[config.mk]
export PLATFORM = sky130hd
export DESIGN_NAME = sram_strobe_ctrl
export DESIGN_NICKNAME = d
export VERILOG_FILES = /design/src/rtl/sram_ctl_pkg.sv /design/src/rtl/sram_req_latch.sv /design/src/rtl/sram_seq_fsm.sv /design/src/rtl/sram_pin_drive.sv /design/src/rtl/sram_rd_capture.sv /design/src/rtl/sram_strobe_ctrl.sv
export SDC_FILE = /design/constraint.sdc
export NUM_CORES = 1
export LEC_CHECK = 0
export ABC_AREA = 1
export BUFFER_PORTS_ARGS = -buffer_cell sky130_fd_sc_hd__buf_2
export CAP_MARGIN = 20
export CORE_MARGIN = 3
export CORE_UTILIZATION = 40
export CTS_CLUSTER_DIAMETER = 80
export CTS_CLUSTER_SIZE = 14
export DETAILED_ROUTE_END_ITERATION = 16
export PLACE_DENSITY = 0.68
export SLEW_MARGIN = 20
export SYNTH_ARGS = -nofsm -noshare
export SYNTH_HDL_FRONTEND = slang
export SYNTH_HIERARCHICAL = 1
export SYNTH_SLANG_ARGS = --single-unit
[constraint.sdc]
create_clock -name clk -period 2.4 [get_ports clk]
set_clock_uncertainty 0.05 [all_clocks]
set_input_delay 0.36 -clock clk [delete_from_list [all_inputs] [get_ports clk]]
set_output_delay 0.36 -clock clk [all_outputs]
set_load 0.01 [all_outputs]
[src/rtl/sram_ctl_pkg.sv]
`timescale 1ns/1ps
// Shared types and elaboration-time helpers for the SRAM strobe controller.
// Assumes all timing values are given in picoseconds as positive integers.
package sram_ctl_pkg;

    // Sequencer phases; the pin decode and the FSM both key off these.
    typedef enum logic [2:0] {
        ST_IDLE,
        ST_WR_SETUP,
        ST_WR_PULSE,
        ST_WR_HOLD,
        ST_RD_ACCESS,
        ST_RD_TURN
    } seq_state_t;

    // Round a time up to whole clock periods.
    function automatic int ps_to_cycles(input int t_ps, input int clk_ps);
        return (t_ps + clk_ps - 1) / clk_ps;
    endfunction

    // Larger of two integers.
    function automatic int max_of(input int a, input int b);
        return (a > b) ? a : b;
    endfunction

endpackage

[src/rtl/sram_req_latch.sv]
`timescale 1ns/1ps
// Holds the address, write data and lane selects of the request being
// served. Loads on the accept edge only, so the RAM address and write data
// stay constant for the whole strobe sequence.
// Assumes accept is high for a single cycle per request.
module sram_req_latch #(
    parameter int ADDR_W = 16,
    parameter int DATA_W = 16
) (
    input  logic              clk,
    input  logic              rst_n,
    input  logic              accept,
    input  logic [ADDR_W-1:0] req_addr,
    input  logic [DATA_W-1:0] req_wdata,
    input  logic [1:0]        req_lanes,
    output logic [ADDR_W-1:0] addr_q,
    output logic [DATA_W-1:0] wdata_q,
    output logic [1:0]        lanes_q,
    output logic [1:0]        lanes_nx
);

    // Lane selects as they will be after this edge, for registered pin decode.
    assign lanes_nx = accept ? req_lanes : lanes_q;

    // Capture the request fields when the handshake completes.
    always_ff @(posedge clk) begin
        if (!rst_n) begin
            addr_q  <= '0;
            wdata_q <= '0;
            lanes_q <= '0;
        end else if (accept) begin
            addr_q  <= req_addr;
            wdata_q <= req_wdata;
            lanes_q <= req_lanes;
        end
    end

endmodule

[src/rtl/sram_seq_fsm.sv]
`timescale 1ns/1ps
// Phase sequencer. Walks write requests through setup, strobe and hold
// phases, and read requests through access and bus-turnaround phases. Each
// phase lasts a parameter number of cycles, counted down by one shared
// counter.
// Assumes every phase length parameter is at least 1.
module sram_seq_fsm
    import sram_ctl_pkg::*;
#(
    parameter int SETUP_CYC  = 1,
    parameter int PULSE_CYC  = 3,
    parameter int ACCESS_CYC = 4,
    parameter int TURN_CYC   = 2,
    parameter int CNT_W      = 3
) (
    input  logic       clk,
    input  logic       rst_n,
    input  logic       req_valid,
    input  logic       req_write,
    output logic       req_ready,
    output logic       accept,
    output logic       capture,
    output seq_state_t state_nx
);

    localparam logic [CNT_W-1:0] SETUP_LOAD  = CNT_W'(SETUP_CYC - 1);
    localparam logic [CNT_W-1:0] PULSE_LOAD  = CNT_W'(PULSE_CYC - 1);
    localparam logic [CNT_W-1:0] ACCESS_LOAD = CNT_W'(ACCESS_CYC - 1);
    localparam logic [CNT_W-1:0] TURN_LOAD   = CNT_W'(TURN_CYC - 1);

    seq_state_t       state_q;
    logic [CNT_W-1:0] cnt_q;
    logic [CNT_W-1:0] cnt_nx;
    logic             cnt_done;

    assign req_ready = (state_q == ST_IDLE);
    assign accept    = req_valid && req_ready;
    assign cnt_done  = (cnt_q == '0);

    // Next phase and counter reload; raises capture on the last access cycle.
    always_comb begin
        state_nx = state_q;
        cnt_nx   = cnt_q;
        capture  = 1'b0;
        case (state_q)
            ST_IDLE: begin
                if (accept) begin
                    if (req_write) begin
                        state_nx = ST_WR_SETUP;
                        cnt_nx   = SETUP_LOAD;
                    end else begin
                        state_nx = ST_RD_ACCESS;
                        cnt_nx   = ACCESS_LOAD;
                    end
                end
            end
            ST_WR_SETUP: begin
                if (cnt_done) begin
                    state_nx = ST_WR_PULSE;
                    cnt_nx   = PULSE_LOAD;
                end else begin
                    cnt_nx = cnt_q - 1'b1;
                end
            end
            ST_WR_PULSE: begin
                if (cnt_done) begin
                    state_nx = ST_WR_HOLD;
                end else begin
                    cnt_nx = cnt_q - 1'b1;
                end
            end
            ST_WR_HOLD: begin
                state_nx = ST_IDLE;
            end
            ST_RD_ACCESS: begin
                if (cnt_done) begin
                    state_nx = ST_RD_TURN;
                    cnt_nx   = TURN_LOAD;
                    capture  = 1'b1;
                end else begin
                    cnt_nx = cnt_q - 1'b1;
                end
            end
            ST_RD_TURN: begin
                if (cnt_done) begin
                    state_nx = ST_IDLE;
                end else begin
                    cnt_nx = cnt_q - 1'b1;
                end
            end
            default: begin
                state_nx = ST_IDLE;
                cnt_nx   = '0;
            end
        endcase
    end

    // Phase and counter registers.
    always_ff @(posedge clk) begin
        if (!rst_n) begin
            state_q <= ST_IDLE;
            cnt_q   <= '0;
        end else begin
            state_q <= state_nx;
            cnt_q   <= cnt_nx;
        end
    end

    AST_ONE_AT_A_TIME: assert property (@(posedge clk) disable iff (!rst_n)
        accept |=> !req_ready);

endmodule

[src/rtl/sram_pin_drive.sv]
`timescale 1ns/1ps
// Registers the RAM strobes and the bus drive enable from the phase being
// entered, so every pin toggles straight out of a flop.
// Assumes lanes_nx already reflects a request accepted on this edge.
module sram_pin_drive
    import sram_ctl_pkg::*;
(
    input  logic       clk,
    input  logic       rst_n,
    input  seq_state_t state_nx,
    input  logic [1:0] lanes_nx,
    output logic       ram_cs_n,
    output logic       ram_we_n,
    output logic       ram_oe_n,
    output logic       ram_ub_n,
    output logic       ram_lb_n,
    output logic       ram_dq_drive
);

    logic cs_d, we_d, oe_d, ub_d, lb_d, drv_d;

    // Decode the pin levels that belong to the phase being entered.
    always_comb begin
        cs_d  = 1'b1;
        we_d  = 1'b1;
        oe_d  = 1'b1;
        ub_d  = 1'b1;
        lb_d  = 1'b1;
        drv_d = 1'b0;
        case (state_nx)
            ST_WR_SETUP, ST_WR_HOLD: begin
                cs_d  = 1'b0;
                ub_d  = !lanes_nx[1];
                lb_d  = !lanes_nx[0];
                drv_d = 1'b1;
            end
            ST_WR_PULSE: begin
                cs_d  = 1'b0;
                we_d  = 1'b0;
                ub_d  = !lanes_nx[1];
                lb_d  = !lanes_nx[0];
                drv_d = 1'b1;
            end
            ST_RD_ACCESS: begin
                cs_d = 1'b0;
                oe_d = 1'b0;
                ub_d = !lanes_nx[1];
                lb_d = !lanes_nx[0];
            end
            default: begin
                cs_d = 1'b1;
            end
        endcase
    end

    // Pin registers; reset parks every strobe inactive and releases the bus.
    always_ff @(posedge clk) begin
        if (!rst_n) begin
            ram_cs_n     <= 1'b1;
            ram_we_n     <= 1'b1;
            ram_oe_n     <= 1'b1;
            ram_ub_n     <= 1'b1;
            ram_lb_n     <= 1'b1;
            ram_dq_drive <= 1'b0;
        end else begin
            ram_cs_n     <= cs_d;
            ram_we_n     <= we_d;
            ram_oe_n     <= oe_d;
            ram_ub_n     <= ub_d;
            ram_lb_n     <= lb_d;
            ram_dq_drive <= drv_d;
        end
    end

    AST_WE_INSIDE_CS: assert property (@(posedge clk) disable iff (!rst_n)
        !ram_we_n |-> !ram_cs_n);
    AST_HOLD_AFTER_WE: assert property (@(posedge clk) disable iff (!rst_n)
        $rose(ram_we_n) |-> (!ram_cs_n && ram_dq_drive));
    AST_NO_DRIVE_ON_READ: assert property (@(posedge clk) disable iff (!rst_n)
        !ram_oe_n |-> !ram_dq_drive);

endmodule

[src/rtl/sram_rd_capture.sv]
`timescale 1ns/1ps
// Samples the RAM data bus on the edge that ends a read access, clears the
// unselected byte lanes and raises a one-cycle response valid.
// Assumes capture is high only on the final access cycle.
module sram_rd_capture #(
    parameter int DATA_W = 16
) (
    input  logic              clk,
    input  logic              rst_n,
    input  logic              capture,
    input  logic [1:0]        lanes_q,
    input  logic [DATA_W-1:0] ram_dq_in,
    output logic              rsp_valid,
    output logic [DATA_W-1:0] rsp_rdata
);

    localparam int LANE_W = DATA_W / 2;

    logic [DATA_W-1:0] masked;

    // One mask slice per byte lane.
    for (genvar g = 0; g < 2; g++) begin : g_lane
        assign masked[g*LANE_W +: LANE_W] =
            lanes_q[g] ? ram_dq_in[g*LANE_W +: LANE_W] : '0;
    end

    // Response register: load on capture, pulse valid for one cycle.
    always_ff @(posedge clk) begin
        if (!rst_n) begin
            rsp_valid <= 1'b0;
            rsp_rdata <= '0;
        end else begin
            rsp_valid <= capture;
            if (capture) begin
                rsp_rdata <= masked;
            end
        end
    end

    AST_RSP_SINGLE_PULSE: assert property (@(posedge clk) disable iff (!rst_n)
        rsp_valid |=> !rsp_valid);

endmodule

[src/rtl/sram_strobe_ctrl.sv]
`timescale 1ns/1ps
// Top of the asynchronous SRAM strobe controller. Turns one host request at
// a time into chip-select, write, output-enable and byte-enable sequences
// whose phase lengths come from picosecond minimums rounded to CLK_PS.
// Assumes a single clock domain and an external pad that drives ram_dq_out
// onto the bus while ram_dq_drive is high.
module sram_strobe_ctrl
    import sram_ctl_pkg::*;
#(
    parameter int ADDR_W       = 16,
    parameter int DATA_W       = 16,
    parameter int CLK_PS       = 4000,
    parameter int T_ADDR_END_PS = 10000,
    parameter int T_DSETUP_PS  = 8000,
    parameter int T_WCYCLE_PS  = 15000,
    parameter int T_ACCESS_PS  = 15000,
    parameter int T_RCYCLE_PS  = 15000,
    parameter int T_RELEASE_PS = 7000
) (
    input  logic              clk,
    input  logic              rst_n,
    input  logic              req_valid,
    output logic              req_ready,
    input  logic              req_write,
    input  logic [ADDR_W-1:0] req_addr,
    input  logic [DATA_W-1:0] req_wdata,
    input  logic [1:0]        req_lanes,
    output logic              rsp_valid,
    output logic [DATA_W-1:0] rsp_rdata,
    output logic [ADDR_W-1:0] ram_addr,
    output logic              ram_cs_n,
    output logic              ram_we_n,
    output logic              ram_oe_n,
    output logic              ram_ub_n,
    output logic              ram_lb_n,
    output logic [DATA_W-1:0] ram_dq_out,
    output logic              ram_dq_drive,
    input  logic [DATA_W-1:0] ram_dq_in
);

    // phase lengths from rounded timing minimums.
    localparam int WE_CYC = max_of(1, max_of(ps_to_cycles(T_ADDR_END_PS, CLK_PS),
                                             ps_to_cycles(T_DSETUP_PS, CLK_PS)));
    localparam int WR_SETUP_CYC = max_of(1, ps_to_cycles(T_WCYCLE_PS, CLK_PS) - WE_CYC - 1);
    localparam int RD_CYC = max_of(1, max_of(ps_to_cycles(T_ACCESS_PS, CLK_PS),
                                             ps_to_cycles(T_RCYCLE_PS, CLK_PS)));
    localparam int TURN_CYC = max_of(1, ps_to_cycles(T_RELEASE_PS, CLK_PS));
    localparam int MAX_CYC = max_of(max_of(WE_CYC, WR_SETUP_CYC), max_of(RD_CYC, TURN_CYC));
    localparam int CNT_W = max_of(1, $clog2(MAX_CYC + 1));

    seq_state_t state_nx;
    logic       accept;
    logic       capture;
    logic [1:0] lanes_q;
    logic [1:0] lanes_nx;

    sram_seq_fsm #(
        .SETUP_CYC (WR_SETUP_CYC),
        .PULSE_CYC (WE_CYC),
        .ACCESS_CYC(RD_CYC),
        .TURN_CYC  (TURN_CYC),
        .CNT_W     (CNT_W)
    ) u_fsm (
        .clk      (clk),
        .rst_n    (rst_n),
        .req_valid(req_valid),
        .req_write(req_write),
        .req_ready(req_ready),
        .accept   (accept),
        .capture  (capture),
        .state_nx (state_nx)
    );

    sram_req_latch #(
        .ADDR_W(ADDR_W),
        .DATA_W(DATA_W)
    ) u_latch (
        .clk      (clk),
        .rst_n    (rst_n),
        .accept   (accept),
        .req_addr (req_addr),
        .req_wdata(req_wdata),
        .req_lanes(req_lanes),
        .addr_q   (ram_addr),
        .wdata_q  (ram_dq_out),
        .lanes_q  (lanes_q),
        .lanes_nx (lanes_nx)
    );

    sram_pin_drive u_pins (
        .clk         (clk),
        .rst_n       (rst_n),
        .state_nx    (state_nx),
        .lanes_nx    (lanes_nx),
        .ram_cs_n    (ram_cs_n),
        .ram_we_n    (ram_we_n),
        .ram_oe_n    (ram_oe_n),
        .ram_ub_n    (ram_ub_n),
        .ram_lb_n    (ram_lb_n),
        .ram_dq_drive(ram_dq_drive)
    );

    sram_rd_capture #(
        .DATA_W(DATA_W)
    ) u_cap (
        .clk      (clk),
        .rst_n    (rst_n),
        .capture  (capture),
        .lanes_q  (lanes_q),
        .ram_dq_in(ram_dq_in),
        .rsp_valid(rsp_valid),
        .rsp_rdata(rsp_rdata)
    );

    AST_ADDR_STABLE: assert property (@(posedge clk) disable iff (!rst_n)
        (!ram_cs_n && $past(!ram_cs_n)) |-> $stable(ram_addr));
    AST_TURN_BLOCKS: assert property (@(posedge clk) disable iff (!rst_n)
        $rose(ram_oe_n) |-> (!req_ready && ram_cs_n));
    AST_RSP_AFTER_READ: assert property (@(posedge clk) disable iff (!rst_n)
        rsp_valid |-> $rose(ram_oe_n));

endmodule

==> results of run 1 <==
-- routing by layer --
metal | GRT usage (%) | vias up
met5 | 0 | -
met3 | 3.763 | 12
li1 | - | 1305
met1 | 20.85 | 1121
met2 | 26.23 | 81
met4 | 9.341 | 0
-- final cells by class --
class | instances | area share [%]
inverter | 35 | 4.103
clock buffer | 11 | 4.394
tap | 77 | 2.796
multi-input combinational | 234 | 32.61
timing repair buffer | 112 | 16.49
sequential | 63 | 36.60
clock inverter | 5 | 3.014
-- kinds of logic (layout without fill, tap and decap cells) --
group | after synthesis | count (layout)
adder cells (fa/ha/maj) | 2 | 2
AO/OA/AOI/OAI | 55 | 55
buffers and inverters | 53 | 163
AND/OR/NAND/NOR | 177 | 177
flip-flops | 63 | 63
-- critical path, delay by kind of cell, from the launching register on --
kind / cells / cell delay, ns
simple gates: 8 / 0.80
flops: 1 / 0.32
buf+inv: 3 / 0.21
fa+ha+maj: 1 / 0.17
compound gates: 1 / 0.15
-- state kept, by name, summed over array words and instances, names as in the netlist --
signal	count
u_pins/ram_lb_n	1
u_fsm/state_q	3
u_pins/ram_ub_n	1
u_fsm/cnt_q	3
u_latch/addr_q	16
u_pins/ram_we_n	1
u_cap/rsp_valid	1
u_latch/lanes_q	2
u_latch/wdata_q	16
u_pins/ram_dq_drive	1
u_pins/ram_oe_n	1
u_cap/rsp_rdata	16
u_pins/ram_cs_n	1
-- where the power goes --
| part | total [mW] | switching [mW] | internal [mW] |
|---|---|---|---|
| sequential | 1.50 | 0.186 | 1.32 |
| combinational | 1.53 | 0.990 | 0.543 |
| clock | 1.14 | 0.391 | 0.747 |
| total | 4.17 | 1.57 | 2.61 |
-- path summary, 6_finish.rpt --
path / cells past startpoint / to / slack, ns / from
max: 13 / u_pins/ram_lb_n$_SDFF_PN1_ / 0.60 / u_fsm/cnt_q[0]$_SDFFE_PN0P_
min: 3 / u_latch/wdata_q[3]$_SDFFE_PN0P_ / 0.20 / req_wdata[3]
max reg2reg: 13 / u_pins/ram_lb_n$_SDFF_PN1_ / 0.60 / u_fsm/cnt_q[0]$_SDFFE_PN0P_
min reg2reg: 2 / u_fsm/cnt_q[1]$_SDFFE_PN0P_ / 0.41 / u_fsm/cnt_q[1]$_SDFFE_PN0P_
-- synth_stat cells (all sizes together) (2+ instances only) --
| cell | n | area, um2 |
|---|---|---|
| o21ai | 34 | 173.9 |
| a21oi | 20 | 137.6 |
| buf | 17 | 165.2 |
| nor3 | 2 | 15.01 |
| nand3 | 26 | 135.1 |
| dfxtp | 63 | 1261 |
| nand2 | 66 | 295.3 |
| nor2 | 81 | 321.5 |
| inv | 34 | 132.6 |
| ha | 2 | 25.02 |
==> metrics, run 1 <==
Highest Signal Layer=met4; CTS Buffer Depth=2; nature of the critical path endpoint=flip-flop; count of input and output buffers=109; CTS clock-pin slew for the worst setup and hold paths=0.07 ns; clock root buffer=clkbuf_8; post-DR vias/cell=about 4.7; crit-path max cell delay=0.32 ns; Post-synth ARST share=0%; FF+latch area=approximately 1300 um2; Post-synth EDFFs=0; LEAKAGE=between 1.5 and 2 nW; RD Place Congestion=0.8787; crit path max-delay cell type=dfxtp_1; multiplexer area fraction after synthesis=0%; setup ws final=about 0.60 ns; Slew @ Worst Pin=0.6684 ns; die width=88.10 um; DRT Pass-1 Iters=4; met2 wire length=3032 um; # setup viols final=0; NumNets Final=511; H-tree level count=3; Top-Level Pins=110; Post-Route M1 WL=3018 um; CP Data Arrival Time=a little under 2 ns; dominant combinational cell family by area after synthesis=simple AND/OR/NAND/NOR gates; crit-path cells=inv_1, ha_1, inv_1, nor2_1, nor2_1, o21ai_0, nand2_1, inv_2, nor2_1, nor2_2, nand2_2, nand2_2, nand2_1; initial antenna violation count=0; DP Wirelength=4745 um; CTS tree=built; met3 wire length=378 um; register area share after synthesis=between 40% and 50%; Worst EP required=around 2.6 ns; Slew headroom=55.39%; Power Dens Cells=1211 nW/um2; Num CTS Buffers=9; die area=7762 um2; Clock Latency Late Sink=0.32 ns; outcome=complete, no violations; total power=4.173 mW; clock sink count=63; DRT iter0 DRCs=64; global-route wire length before repair=10140 um; Rows=29; final cycle utilization of the critical path=roughly 75%; multi-input logic area=1124 um2; most used cell, CP=nor2_1; fillers=approximately 650; largest fanout on the critical path=3; max frequency=554.8 MHz; residual overflow from global routing=0; via count=approximately 2.5k; PostCTS Resize Cnt=0; post-synthesis simple-gate area fraction=28.96%; overall routed net length=about 6600 um; DP Cell Count=521; Layout Area Growth over Synthesis=27.80%; syn avg cell area=7.704 um2; Yosys Warn Count=6; Worst setup SP type=flip-flop; Synth Instances=350; Setup Fix Bufs, Post-CTS=0; Avg WL per Cell=12.23 um; Synth Area in Compound Gates=a little under an eighth; share of cells above drive strength 1=between 30% and 40%; Final Hold Vio Count=0; Post-Syn Nets=406; Synth Area in Adders=less than 1%; Ant. Diodes=0; Hold WC Path Type=input pin to flip-flop; Die Y=88.10 um; RSZ-0062 raised after global routing=no; Synth Flop Type=dfxtp_1; Worst VDD drop=0.0005516 V; DRC=0; final instance area=between 3000 and 4000 um2; Distinct cells, synth=29; #FFs+latches synth=63; fin cells=537; XOR/XNOR Fraction of Synth Area=0%; core area=~6500 um2; most frequent cells in the layout=109 x buf_2, 76 x nor2_1, 63 x dfxtp_1; max-cap violation count=0; largest net degree at the start of global routing=36; CP Class=flip-flop to flip-flop; Min Clock Period, post-route=1.802 ns; worst hold slack=between 0.2 and 0.25 ns; dpl ws=0.6147 ns; All-Layer GR Usage=16.59%; vias in the first global route=roughly 2.3k; most common cell after layout, fill and taps aside=buf_2; setup_tns=0 ns; post-layout util=roughly 53%; Synth Cell Area=~2700 um2; placed cell area=3191 um2; hold_buf cts=0; final antenna-violating net count=0; Initial Util=41.75%; max-slew violation count=0
Note: power is estimated with default switching activity, not from simulation.
==> run 2: changes to the inputs <==
--- a/config.mk
+++ b/config.mk
@@ -13,7 +13,7 @@
 export CTS_CLUSTER_DIAMETER = 80
 export CTS_CLUSTER_SIZE = 14
 export DETAILED_ROUTE_END_ITERATION = 16
-export PLACE_DENSITY = 0.68
+export PLACE_DENSITY = 0.71
 export SLEW_MARGIN = 20
 export SYNTH_ARGS = -nofsm -noshare
 export SYNTH_HDL_FRONTEND = slang
==> constraint.sdc (replaced) <==
create_clock -name clk -period 1.5 [get_ports clk]
set_clock_uncertainty 0.05 [all_clocks]
set_input_delay 0.225 -clock clk [delete_from_list [all_inputs] [get_ports clk]]
set_output_delay 0.225 -clock clk [all_outputs]
set_load 0.01 [all_outputs]
==> run 2 against run 1 <==
Net effect:
- the flow now finishes with violations (setup timing)
- via count up 5.7%
- sequential share of layout area down 2.9 points
- non-clock buffer count increased by 27
- die area is the same
- register-to-register slack got worse by 0.68 ns
- critical path type unchanged
- largest power group unchanged
- highest routed layer unchanged
==> metrics, run 2 (synthesis results as in run 1) <==
Slew headroom=between 50% and 60%; H-tree level count=3; Die Y=88.10 um; Min Clock Period, post-route=~1.6 ns; core area=6459 um2; RSZ-0062 raised after global routing=yes; Clock Latency Late Sink=0.32 ns; Ant. Diodes=0; largest net degree at the start of global routing=35; LEAKAGE=between 1.5 and 2 nW; DRT Pass-1 Iters=4; outcome=complete, but fails checks; final cycle utilization of the critical path=105.7%; largest fanout on the critical path=8; Rows=29; biggest regs=u_cap/rsp_rdata: 16 flops, u_latch/addr_q: 16 flops, u_latch/wdata_q: 16 flops; share of cells above drive strength 1=44.06%; nature of the critical path endpoint=flip-flop; Worst EP required=1.70 ns; Worst setup SP type=flip-flop; Hold WC Path Type=input pin to flip-flop; vias in the first global route=2458; initial antenna violation count=0; clock sink count=63; die width=88.10 um; All-Layer GR Usage=17.90%; max frequency=630.8 MHz; fillers=between 600 and 700; DRT iter0 DRCs=between 100 and 150; CTS tree=built; DP Cell Count=between 500 and 600; CTS Buffer Depth=2; CTS clock-pin slew for the worst setup and hold paths=0.07 ns; global-route wire length before repair=11050 um; Initial Util=41.75%; most common cell after layout, fill and taps aside=buf_2; overall routed net length=7146 um; worst hold slack=0.06829 ns; DP Wirelength=4866 um; Layout Area Growth over Synthesis=39.12%; most frequent cells in the layout=109 x buf_2, 72 x nor2_1, 60 x dfxtp_1; via count=2663; CP Data Arrival Time=1.78 ns; DRC=0; NumNets Final=539; Num CTS Buffers=9; setup ws final=-0.08519 ns; Slew @ Worst Pin=~0.73 ns; clock root buffer=clkbuf_8; # setup viols final=19; Top-Level Pins=110; fin cells=around 570; Avg WL per Cell=approximately 13 um; post-layout util=58.08%; max-cap violation count=0; failing checks=setup timing; final antenna-violating net count=0; post-DR vias/cell=4.713; residual overflow from global routing=0; Worst VDD drop=0.0009538 V; die area=about 7800 um2; CP Class=flip-flop to flip-flop; Power Dens Cells=1937 nW/um2; total power=between 7 and 8 mW; hold_buf cts=0; max-slew violation count=0; RD Place Congestion=0.8477; count of input and output buffers=109; Final Hold Vio Count=0
==> run 2: where the power goes <==
| group | switching (mW) | total [mW] | internal [mW] |
|---|---|---|---|
| combinational | 1.90 | 3.28 | 1.38 |
| clock | 0.647 | 1.63 | 0.982 |
| sequential | 0.244 | 2.36 | 2.11 |
| total | 2.79 | 7.27 | 4.48 |
==> run 2: per-layer routing <==
layer | vias up | GRT usage (%) | wire length (um)
met5 | - | 0 | 0
met4 | 0 | 4.121 | 31
met3 | 4 | 4.045 | 458
met2 | 92 | 31.10 | 3545
met1 | 1204 | 22.66 | 3110
li1 | 1363 | - | -
==> run 2: final timing paths <==
path,from,end,slack (ns),cells after the start
worst min-delay path,req_addr[11],u_latch/addr_q[11]$_SDFFE_PN0P_,0.07,3
worst max-delay path,u_fsm/cnt_q[0]$_SDFFE_PN0P_,u_cap/rsp_rdata[0]$_SDFFE_PN0P_,-0.09,9
worst max register to register,u_fsm/cnt_q[0]$_SDFFE_PN0P_,u_cap/rsp_rdata[0]$_SDFFE_PN0P_,-0.09,9
worst min register to register,u_cap/rsp_rdata[2]$_SDFFE_PN0P_,u_cap/rsp_rdata[2]$_SDFFE_PN0P_,0.42,2
==> run 2: repair_timing <==
| item | 4_1_cts | 5_1_grt |
|---|---|---|
| pin swaps | 7 | 2 |
| gates resized for setup | 9 | 9 |
| endpoints found under the setup margin | 27 | 52 |
| buffers inserted | 8 | 2 |
| gates cloned | 2 | 0 |
==> run 2: final cells by class <==
cell class	instances	area, um2	share of cell area (%)
Clock buffer	11	141.4	3.769
Clock inverter	5	81.33	2.168
Inverter	35	143.9	3.836
Multi-Input combinational cell	234	1186	31.62
Sequential cell	63	1265	33.72
Tap cell	77	96.34	2.568
Timing Repair Buffer	139	828.3	22.08
Timing Repair inverter	1	8.758	0.2335
==> run 2: stage by stage <==
stage               setup WS [ns]   TNS (ns)  instance area, um2
finish                   -0.08519    -0.6825                3751
global route              -0.1572     -3.245                3751
CTS                     -0.006539  -0.007136                3704
detailed placement       -0.09611     -1.118                3344
global placement         -0.03037    -0.2125                3344
floorplan                0.002487          0                2718
==> run 2: worst max-delay path: stages, from the launching register on <==
cell,delay (ns)
dfxtp_2,0.33
inv_2,0.07
ha_4,0.14
inv_2,0.04
nor2_4,0.13
nand3_2,0.13
inv_4,0.11
bufbuf_16,0.26
nand3_1,0.09
a21oi_2,0.15
==> run 3: changes to the inputs <==
--- a/config.mk
+++ b/config.mk
@@ -9,11 +9,11 @@
 export BUFFER_PORTS_ARGS = -buffer_cell sky130_fd_sc_hd__buf_2
 export CAP_MARGIN = 20
 export CORE_MARGIN = 3
-export CORE_UTILIZATION = 40
+export CORE_UTILIZATION = 43
 export CTS_CLUSTER_DIAMETER = 80
 export CTS_CLUSTER_SIZE = 14
 export DETAILED_ROUTE_END_ITERATION = 16
-export PLACE_DENSITY = 0.71
+export PLACE_DENSITY = 0.75
 export SLEW_MARGIN = 20
 export SYNTH_ARGS = -nofsm -noshare
 export SYNTH_HDL_FRONTEND = slang
==> run 3 against run 2 <==
Net effect:
- the flow still finishes with violations (setup timing)
- routed wire length shrank 6.8%
- sequential share of layout area grew 0.13 points
- via count fell by 0.30%
- utilization up 4.3 points
- sequential cell count unchanged
- die area shrank 6.5%
- final cell count shrank 0.18%
- clock power is 4% lower
- highest routed layer unchanged
- register-to-register slack better by 0.02 ns
- critical path depth is 5 higher
- clock-buffer cell count down 1
- worst setup slack better by 0.025 ns
- critical path type unchanged
==> metrics, run 3 (synthesis results as in run 1) <==
DP Cell Count=between 500 and 600; NumNets Final=540; failing checks=setup timing; LEAKAGE=1.869 nW; Slew @ Worst Pin=around 0.7 ns; R2R Path Start=u_fsm/cnt_q[1]$_SDFFE_PN0P_; crit-path max cell delay=0.34 ns; most used cell, CP=nand2_1; total power=7.347 mW; Top-Level Pins=110; biggest regs=u_cap/rsp_rdata: 16 flops, u_latch/addr_q: 16 flops, u_latch/wdata_q: 16 flops; max frequency=640.8 MHz; initial antenna violation count=0; final antenna-violating net count=0; Clock Latency Late Sink=0.33 ns; DRT iter0 DRCs=112; hold_buf cts=0; Slew headroom=between 50 and 60%; nature of the critical path endpoint=flip-flop; residual overflow from global routing=0; crit-path cells=inv_2, ha_4, inv_4, nor2_4, nor2_4, o21ai_2, nand2_1, inv_2, nor2_4, inv_2, nand2_1, nand2_1, nand2_2, nand2_1; Initial Util=45.01%; outcome=complete, but fails checks; crit path max-delay cell type=dfxtp_2; Hold WC Path Type=input pin to flip-flop; post-DR vias/cell=between 4 and 5; count of input and output buffers=109; fin cells=about 560; via count=around 2.7k; most frequent cells in the layout=109 x buf_2, 71 x nor2_1, 59 x dfxtp_1; Worst VDD drop=0.001299 V; Worst EP required=1.68 ns; max-cap violation count=0; Die Y=approximately 85 um; vias in the first global route=2513; Min Clock Period, post-route=about 1.6 ns; most common cell after layout, fill and taps aside=buf_2; setup ws final=-0.06058 ns; DRT Pass-1 Iters=6; Ant. Diodes=0; CP Data Arrival Time=1.74 ns; overall routed net length=6662 um; clock sink count=63; CTS tree=built; CTS Buffer Depth=2; max-slew violation count=0; largest fanout on the critical path=3; Rows=28; DRC=0; dpl ws=-0.1175 ns; final cycle utilization of the critical path=104.0%; core area=5991 um2; setup slack, reg-to-reg=-0.06 ns; hold_sp=req_addr[6]; DP Wirelength=4770 um; Avg WL per Cell=11.81 um; RSZ-0062 raised after global routing=yes; largest net degree at the start of global routing=35; die area=7256 um2; Worst setup SP type=flip-flop; clock root buffer=clkbuf_8; CP Class=flip-flop to flip-flop; Layout Area Growth over Synthesis=38.70%; # setup viols final=18; RD Place Congestion=0.8407; Power Dens Cells=1965 nW/um2; CTS clock-pin slew for the worst setup and hold paths=0.07 ns; post-layout util=between 60% and 70%; share of cells above drive strength 1=44.99%; die width=~85 um; H-tree level count=3; Final Hold Vio Count=0; Num CTS Buffers=9; global-route wire length before repair=10960 um; All-Layer GR Usage=between 10% and 20%; Setup crit start=u_fsm/cnt_q[1]$_SDFFE_PN0P_
[run 3: cell count changes in the layout (fill, tap and decap cells not counted), moves of 2 or more]
cell	before	now
buf_12	2	0
nand2_2	17	15
buf_6	2	5
nand3_1	24	22
inv_8	0	2
nor2_2	3	5
[run 3: area by class of cell]
| type | count | area [um2] |
|---|---|---|
| fillers | 535 | 2251 |
| flip-flops and latches | 63 | 1266 |
| multi-input cells | 234 | 1207 |
| repair buffers | 140 | 797.0 |
| inverters | 35 | 153.9 |
| clock buffers | 10 | 127.6 |
| well taps | 75 | 93.84 |
| clock inverters | 6 | 85.08 |
| repair inverters | 1 | 8.758 |
[run 3: stage by stage]
step | cell area, um2 | setup TNS [ns] | hold WS [ns]
after floorplan | 2718 | 0 | 0.2726
after global placement | 3344 | -0.1448 | 0.3961
after detailed placement | 3344 | -1.314 | 0.4037
after CTS | 3626 | -0.02185 | 0.04173
after global routing | 3740 | -2.614 | 0.04345
final | 3740 | -0.4549 | 0.05705
[run 3: report_power, final]
part           internal, mW  leakage [nW]  total, mW  switching [mW]
Clock                 0.929         0.102       1.56           0.633
Combinational          1.48          1.25       3.41            1.93
Sequential             2.11         0.519       2.37           0.256
Total                  4.52          1.87       7.35            2.82
[run 3: what timing repair did]
action                     CTS  global route
cloned                       1             0
gates resized for setup      9            21
pin swaps                    5            12
setup endpoints to repair   22            53
setup buffers                5             5
[run 3: path summary, 6_finish.rpt]
check / end / cells past startpoint
worst min register to register: u_cap/rsp_rdata[3]$_SDFFE_PN0P_ / 2
worst max register to register: u_pins/ram_lb_n$_SDFF_PN1_ / 14
worst min-delay path: u_latch/addr_q[6]$_SDFFE_PN0P_ / 3
worst max-delay path: u_pins/ram_lb_n$_SDFF_PN1_ / 14
[run 3: routing by layer]
layer / vias up / share of wire, % / track usage [%]
met5: - / 0 / 0
met4: 0 / 1.3 / 6.906
met3: 6 / 6.0 / 3.398
met2: 83 / 46 / 30.58
met1: 1199 / 47 / 24.43
li1: 1367 / - / -
[run 3: critical path, delay by kind of cell (launching register included)]
kind                     cells  cell delay, ns
buffers and inverters        4            0.21
adder cells (fa/ha/maj)      1            0.16
AO/OA/AOI/OAI                1            0.06
AND/OR/NAND/NOR              8            0.64
flip-flops                   1            0.34
